==> src/rtl/irq_mask_unit.sv <==
module irq_mask_unit #(
  parameter int NSRC = 13,
  parameter int THRW = 6
) (
  input  logic            clk,
  input  logic            rst_n,
  input  logic            en_we,
  input  logic [NSRC-1:0] en_wdata,
  input  logic            dis_we,
  input  logic [NSRC-1:0] dis_wdata,
  input  logic            stat_we,
  input  logic [NSRC-1:0] stat_wdata,
  input  logic [NSRC-1:0] evt,
  input  logic [THRW:0]   rx_fill,
  input  logic [THRW-1:0] rx_thresh,
  output logic [NSRC-1:0] mask_view,
  output logic [NSRC-1:0] status_view,
  output logic            irq
);

  logic [NSRC-1:0] mask_q, stat_q;
  logic            trig_q;

  wire             trig_now = (rx_thresh != '0) && (rx_fill >= {1'b0, rx_thresh});
  wire [NSRC-1:0]  trig_vec = {{(NSRC-1){1'b0}}, trig_now & ~trig_q};
  wire [NSRC-1:0]  set_bits = evt | trig_vec;
  wire [NSRC-1:0]  clr_bits = stat_we ? stat_wdata : '0;
  wire [NSRC-1:0]  en_bits  = en_we ? en_wdata : '0;
  wire [NSRC-1:0]  dis_bits = dis_we ? dis_wdata : '0;

  always_ff @(posedge clk or negedge rst_n) begin
    if (!rst_n) begin
      mask_q <= '0;
      stat_q <= '0;
      trig_q <= 1'b0;
    end else begin
      mask_q <= (mask_q | en_bits) & ~dis_bits;
      stat_q <= (stat_q & ~clr_bits) | set_bits;
      trig_q <= trig_now;
    end
  end

  assign mask_view   = mask_q;
  assign status_view = stat_q;
  assign irq         = |(stat_q & mask_q);

endmodule

==> config.mk <==
export PLATFORM = sky130hd
export DESIGN_NAME = irq_mask_unit
export DESIGN_NICKNAME = d
export VERILOG_FILES = /design/src/rtl/irq_mask_unit.sv
export SDC_FILE = /design/constraint.sdc
export NUM_CORES = 1
export LEC_CHECK = 0
export BUFFER_PORTS_ARGS = -buffer_cell sky130_fd_sc_hd__buf_2
export CORE_MARGIN = 4
export CORE_UTILIZATION = 41
export CTS_CLUSTER_SIZE = 8
export DETAILED_ROUTE_END_ITERATION = 7
export PLACE_DENSITY = 0.83
export SLEW_MARGIN = 20
export SYNTH_ARGS = -nofsm -noshare
export SYNTH_HDL_FRONTEND = slang
export SYNTH_SLANG_ARGS = --single-unit
==> constraint.sdc <==
create_clock -name clk -period 2.02 [get_ports clk]
set_clock_uncertainty 0.2 [all_clocks]
set_input_delay 0.101 -clock clk [delete_from_list [all_inputs] [get_ports clk]]
set_output_delay 0.101 -clock clk [all_outputs]
set_load 0.05 [all_outputs]
==> impl_summary.log, run 1 <==
[metrics] result of the run: finished, final reports clean
[metrics] CTS clock-pin slew for the worst setup and hold paths: 0.15 ns
[metrics] Routed Wire Length: 5730 um
[metrics] width of the die: 62.5 um
[metrics] library cell used as clock root buffer: clkbuf_4
[metrics] vias in the first global route: about 1800
[metrics] headroom to the max-slew limit: between 60% and 70%
[metrics] RSZ-0062 raised after global routing: false
[metrics] cell-by-cell listing of the critical path: a22oi_2 -> nand2_2 -> a221oi_2 -> nand4_1 -> buf_6
[metrics] latest clock arrival within the worst-skew pair: roughly 0.34 ns
[metrics] critical path buffer and inverter count: 1
[metrics] instance count on the critical path: 5
[metrics] first-pass GRT wire length: ~9200 um
[metrics] number of sinks driven by the clock tree: 27
[metrics] remaining antenna violation count after routing: 0
[metrics] P per Cell Area: between 600 and 700 nW/um^2
[metrics] cell depth of the worst min-delay path: 4
[metrics] number of buffers created by CTS: 3
[metrics] DRC violations left: 0
[metrics] H-tree depth: 1
[metrics] sequential cell area fraction in the yosys report: 55.4%
[metrics] layout net count: approximately 350
[metrics] Hold WS: between 0.06 and 0.07 ns
[metrics] total track usage: a little under a third
[metrics] Final Hold Fails: 0
[metrics] setup slack of the most critical reg-to-reg path: between 0.3 and 0.4 ns
[metrics] routed via count divided by cell count: 5.50
[metrics] kind of cell with the highest combined delay on the critical path: flip-flops
[metrics] count of endpoints failing setup in the final report: 0
[metrics] Worst EP required: approximately 1.7 ns
[metrics] wire length per cell after detailed routing: around 19 um
[metrics] Final GP Congestion: roughly 0.7
[metrics] cell count after synthesis: 114
[metrics] CP endpoint kind: primary output
[metrics] area growth from synthesis to layout: 94.0%
[metrics] port bufs: 96
[metrics] maximum fanout count along the critical path: 3
[metrics] worst reg2reg path depth: 4
[metrics] leakage power figure: around 1.2 nW
[metrics] Period Utilization, post-route: 95.3%
[metrics] pin count of the biggest net entering global routing: 28
[metrics] number of placement rows: 19
[metrics] Maximum Capacitance Violations: 0
[metrics] placed cell area: ~1700 um^2
[metrics] Initial DRT Pass Iterations: 4
[metrics] final non-filler cell area: ~2400 um^2
[metrics] initial standard-cell utilization of the core: ~43%
[metrics] top-level port count: 97
[metrics] area inside the core boundary: about 2800 um^2
[metrics] number of antenna violations at the first check in global routing: 1
[metrics] biggest cell delay along the critical path: between 0.4 and 0.5 ns
[metrics] number of synthesis warnings: 0
[metrics] Final Total Pwr: about 0.0015 W
[metrics] worst voltage drop across the vdd grid: 0.361 mV
[metrics] kind of start point of the critical path: flip-flop
[metrics] routed via count: approximately 1700
[metrics] transition time at the pin with the least slew margin: 0.581 ns
[metrics] critical path type: flip-flop to primary output
[metrics] proportion of layout cells with a drive suffix above 1: a little over two fifths
[metrics] remaining global-route overflow: 0
[metrics] number of library cell types mapped by synthesis: 22
[metrics] clk buf depth: 2
[metrics] maximum clock frequency: just over 500 MHz
[metrics] Max Slew Vio Count: 0
[metrics] clock tree from TritonCTS: yes
[metrics] worst path arrival time: around 1.6 ns
[metrics] worst min path class: input port to flip-flop
[metrics] total negative slack for setup checks: 0 ns
[metrics] Chip Height: 62.5 um
[metrics] final critical delay including setup and external delays: approximately 1.9 ns
[metrics] Synth Register Bits: 27
[metrics] hpwl dp: ~2800 um
[metrics] DIE AREA: around 4000 um^2
[metrics] initial detailed-routing violation count: 145
[metrics] synthesized netlist net count: between 150 and 200
[metrics] highest-delay cell along the critical path: dfrtp_1
[metrics] average cell area after synthesis: roughly 11 um^2
[metrics] post-synthesis instance area: 1220 um^2
## state kept, by name, indices dropped and copies added (netlist names)
signal,count
status_view,13
mask_view,13
trig_q,1
## logic make-up after synthesis
group	after synthesis	synth area share, %
buf+inv	9	2.98
flops	27	55.4
fa+ha+maj	6	6.16
simple gates	22	8.42
compound gates	50	27.0
## tightest hold or removal path, delay by kind of cell
family          cells  cell delay, ns
buf+inv             1            0.08
fa+ha+maj           1            0.14
simple gates        1            0.13
compound gates      1            0.12
## final timing paths
path,start,endpoint
worst max-delay path,mask_view[9]$_DFF_PN0_,irq
worst min-delay path,rx_fill[3],trig_q$_DFF_PN0_
worst max register to register,mask_view[9]$_DFF_PN0_,mask_view[9]$_DFF_PN0_
worst min register to register,trig_q$_DFF_PN0_,status_view[0]$_DFF_PN0_
max in group asynchronous,rst_n,status_view[3]$_DFF_PN0_
min in group asynchronous,rst_n,status_view[7]$_DFF_PN0_
## cell usage in the layout, fill, tap and decap left out
cell / instances
buf_2: 95
dlygate4sd3_1: 56
a21oi_1: 28
dfrtp_1: 27
nand2_1: 14
a21o_1: 12
ha_1: 6
inv_1: 5
buf_4: 4
a22oi_1: 3
clkbuf_4: 3
nand4_1: 2
nand2_2: 2
diode_2: 1
inv_2: 1
nor3_1: 1
nor2b_4: 1
o21ai_2: 1
a211oi_2: 1
nand3_1: 1
a41oi_2: 1
nor2_1: 1
o31ai_2: 1
a222oi_1: 1
a22oi_2: 1
a221oi_2: 1
clkinv_2: 1
buf_6: 1
## metal layers
layer	global-route usage [%]	up-vias	routed length (um)
met5	0	-	0
met4	24.2	0	393
met3	11.0	31	598
met2	50.3	134	2760
met1	32.6	774	1980
li1	-	727	-
## power breakdown
part	total (W)	internal (W)	switching (W)	leakage (nW)
logic	0.000574	0.000240	0.000334	0.853
clock network	0.000243	0.0000748	0.000168	0.0177
registers	0.000637	0.000589	0.0000482	0.297
total	0.00145	0.000904	0.000550	1.17
## synth_stat cells
cell,instances,share of area [%]
nand3_1,1,0.41
buf_2,2,0.82
o21ai_2,1,0.72
a21oi_1,28,11
a21o_1,12,7.4
a22oi_1,4,2.5
a41oi_2,1,1.3
a221oi_1,1,0.72
inv_1,5,1.5
ha_1,6,6.2
nor3_1,1,0.41
nand4_1,2,1.0
nand2_1,15,4.6
buf_1,1,0.31
dfrtp_1,27,55
nand2_2,1,0.51
inv_2,1,0.31
nor2_1,1,0.31
nor2b_4,1,1.1
a211oi_2,1,1.0
o31ai_2,1,1.0
a222oi_1,1,0.82
## per-stage QoR
stage | worst slack (ns) | cells | utilization (%)
after floorplan | 0.144 | 114 | -
after global placement | 0.492 | 238 | 61.5
after detailed placement | 0.459 | 238 | 61.5
after CTS | 0.0854 | 298 | 82.4
after global routing | 0.000660 | 303 | 84.3
final | 0.0941 | 303 | 84.3
## final cells by class
class,instances,area (um^2)
Antenna cell,1,2.50
Clock buffer,3,22.5
Inverter,6,22.5
Tap cell,31,38.8
Fill cell,139,440
Timing Repair Buffer,156,1080
Multi-Input combinational cell,78,520
Clock inverter,1,5.00
Sequential cell,27,676
## repair_timing
action                                  4_1_cts  5_1_grt
endpoints found under the setup margin        0        1
hold buffers                                 56        0
gates resized for setup                       0        6
setup buffers                                 0        4
endpoints found under the hold margin        54        0
No activity file was read; power rests on OpenSTA's default activity.
==> run 2, diff against run 1 <==
BUFFER_PORTS_ARGS = default   (was -buffer_cell sky130_fd_sc_hd__buf_2)
CORE_UTILIZATION = 50   (was 41)
DONT_BUFFER_PORTS = 1   (was default)
PLACE_DENSITY = default   (was 0.83)
==> run 2 against run 1 <==
  * Setup slack improved by 0.023 ns
  * Critical path depth unchanged
  * Via count decreased by 26%
  * Maximum frequency increased by 1.2%
  * Critical path type unchanged
  * Largest cell class unchanged
  * Highest routed layer unchanged
==> impl_summary.log, run 2 (synthesis gave the netlist of run 1 again) <==
[metrics] transition time at the pin with the least slew margin: 0.541 ns (-0.0400 ns)
[metrics] H-tree depth: 1 (unchanged)
[metrics] clk buf depth: 2 (unchanged)
[metrics] maximum clock frequency: 525 MHz (+1.2%)
[metrics] layout net count: 272 (-22%)
[metrics] Chip Height: 57.4 um (-8.2%)
[metrics] number of instances in the placed design: 158 (-34%)
[metrics] DRC violations left: 0 (unchanged)
[metrics] number of sinks driven by the clock tree: 27 (unchanged)
[metrics] first-pass GRT wire length: 6570 um (-28%)
[metrics] worst path arrival time: 1.60 ns (-0.02 ns)
[metrics] proportion of layout cells with a drive suffix above 1: 16.4% (-26 points)
[metrics] placed cell area: 1380 um^2 (-20%)
[metrics] leakage power figure: 0.897 nW (-23%)
[metrics] Maximum Capacitance Violations: 0 (unchanged)
[metrics] width of the die: 57.4 um (-8.2%)
[metrics] critical path type: flip-flop to primary output
[metrics] remaining global-route overflow: 0 (unchanged)
[metrics] number of inserted diodes: 0 (-1)
[metrics] Layout Cells excl Fill: 223 (-26%)
[metrics] port bufs: 0 (-100%)
[metrics] area growth from synthesis to layout: 68.2%
[metrics] Hold WS: 0.0979 ns (+0.0358 ns)
[metrics] result of the run: finished, final reports clean
[metrics] library cell used as clock root buffer: clkbuf_4
[metrics] DIE AREA: 3290 um^2 (-16%)
[metrics] Filler Cell Count: 85 (-39%)
[metrics] number of antenna violations at the first check in global routing: 0 (-1)
[metrics] post-CTS setup buffer count: 0 (unchanged)
[metrics] post-route core utilization: 90.0% (+5.7 points)
[metrics] final non-filler cell area: 2050 um^2 (-13%)
[metrics] final critical delay including setup and external delays: 1.90 ns (-0.0226 ns)
[metrics] headroom to the max-slew limit: 63.8% (+2.5 points)
[metrics] Period Utilization, post-route: 94.2% (-1.1 points)
[metrics] CP endpoint kind: primary output
[metrics] Routed Wire Length: 4040 um (-29%)
[metrics] initial standard-cell utilization of the core: 53.5% (+10 points)
[metrics] Initial DRT Pass Iterations: 4 (unchanged)
[metrics] CTS clock-pin slew for the worst setup and hold paths: 0.13 ns (-0.02 ns)
[metrics] area inside the core boundary: 2280 um^2 (-19%)
[metrics] worst voltage drop across the vdd grid: 0.687 mV (+91%)
[metrics] leading cell types in the layout, fill and taps excluded: 59 x dlygate4sd3_1, 28 x a21oi_1, 27 x dfrtp_1, 18 x buf_4, 15 x nand2_1
[metrics] remaining antenna violation count after routing: 0 (unchanged)
[metrics] Max Slew Vio Count: 0 (unchanged)
[metrics] vias in the first global route: 1354 (-25%)
[metrics] top-level port count: 97 (unchanged)
[metrics] pin count of the biggest net entering global routing: 28 (unchanged)
[metrics] origin of the critical flop-to-flop path: mask_view[3]$_DFF_PN0_
[metrics] clock tree from TritonCTS: yes
[metrics] commonest non-fill, non-tap cell in the layout: dlygate4sd3_1
[metrics] number of buffers created by CTS: 3 (unchanged)
[metrics] number of placement rows: 17 (-2)
[metrics] count of endpoints failing setup in the final report: 0 (unchanged)
[metrics] routed via count: 1233 (-26%)
[metrics] sequential cell area in the final layout: 676 um^2 (unchanged)
[metrics] routed via count divided by cell count: 5.53 (+0.56%)
[metrics] worst min path class: input port to asynchronous set/reset pin
[metrics] total track usage: 26.0% (-5.1 points)
[metrics] P per Cell Area: 656 nW/um^2 (+6.7%)
[metrics] total area of multi-input combinational cells: 513 um^2 (-1.4%)
[metrics] kind of start point of the critical path: flip-flop
[metrics] pre-CTS setup slack: 0.451 ns (-0.00762 ns)
[metrics] least setup slack across all paths after layout: 0.117 ns (+0.0226 ns)
[metrics] wire length per cell after detailed routing: 18.1 um (-4.2%)
[metrics] Final Hold Fails: 0 (unchanged)
[metrics] initial detailed-routing violation count: 64 (-56%)
[metrics] RSZ-0062 raised after global routing: true
[metrics] start point of the critical path: mask_view[9]$_DFF_PN0_
[metrics] latest clock arrival within the worst-skew pair: 0.31 ns (-0.03 ns)
[metrics] maximum fanout count along the critical path: 2 (-1)
[metrics] Worst EP required: 1.72 ns (about the same)
[metrics] hpwl dp: 2410 um (-13%)
[metrics] Final GP Congestion: 0.734 (+1.8%)
run 2: critical path: stages (launching register included):
cell,delay [ns]
dfrtp_1,0.42
a22oi_1,0.21
nand2_1,0.10
a221oi_2,0.20
nand4_1,0.16
buf_6,0.20
run 2: path summary, 6_finish.rpt:
check | cells past startpoint | to | slack, ns
hold reg to reg | 1 | status_view[0]$_DFF_PN0_ | 0.26
hold / removal | 3 | status_view[7]$_DFF_PN0_ | 0.1
min in group clk | 2 | mask_view[1]$_DFF_PN0_ | 0.23
setup / recovery | 5 | irq | 0.12
setup reg to reg | 3 | mask_view[3]$_DFF_PN0_ | 0.19
max in group asynchronous | 3 | mask_view[6]$_DFF_PN0_ | 1.38
run 2: final cells by class:
class	count	share of cell area [%]
Timing Repair Buffer	80	37.9
Clock buffer	4	1.28
Multi-Input combinational cell	78	25.0
Inverter	6	1.10
Sequential cell	27	33.0
Tap cell	28	1.71
run 2: what timing repair did:
item / 4_1_cts / 5_1_grt
hold buffers: 60 / 2
setup endpoints to repair: 0 / 2
endpoints found under the hold margin: 54 / 1
gates resized for setup: 0 / 2
run 2: report_power, final:
part	internal [W]	total, W	switching, W
sequential	0.000588	0.000677	0.0000893
combinational	0.000208	0.000447	0.000239
clock	0.0000771	0.000221	0.000143
total	0.000874	0.00134	0.000471
run 2: layer usage:
metal | up-vias | track usage (%) | wire length [um]
li1 | 581 | - | -
met2 | 74 | 48.4 | 2260
met4 | 0 | 8.28 | 61
met1 | 568 | 26.7 | 1390
met3 | 10 | 9.05 | 331
met5 | - | 0 | 0
run 2: metrics by stage:
| stage | total power (W) | TNS [ns] |
|---|---|---|
| global route | 0.00142 | -0.00481 |
| CTS | 0.00134 | 0 |
| floorplan | 0.000901 | 0 |
| global placement | 0.000972 | 0 |
| finish | 0.00134 | 0 |
| detailed placement | 0.000979 | 0 |
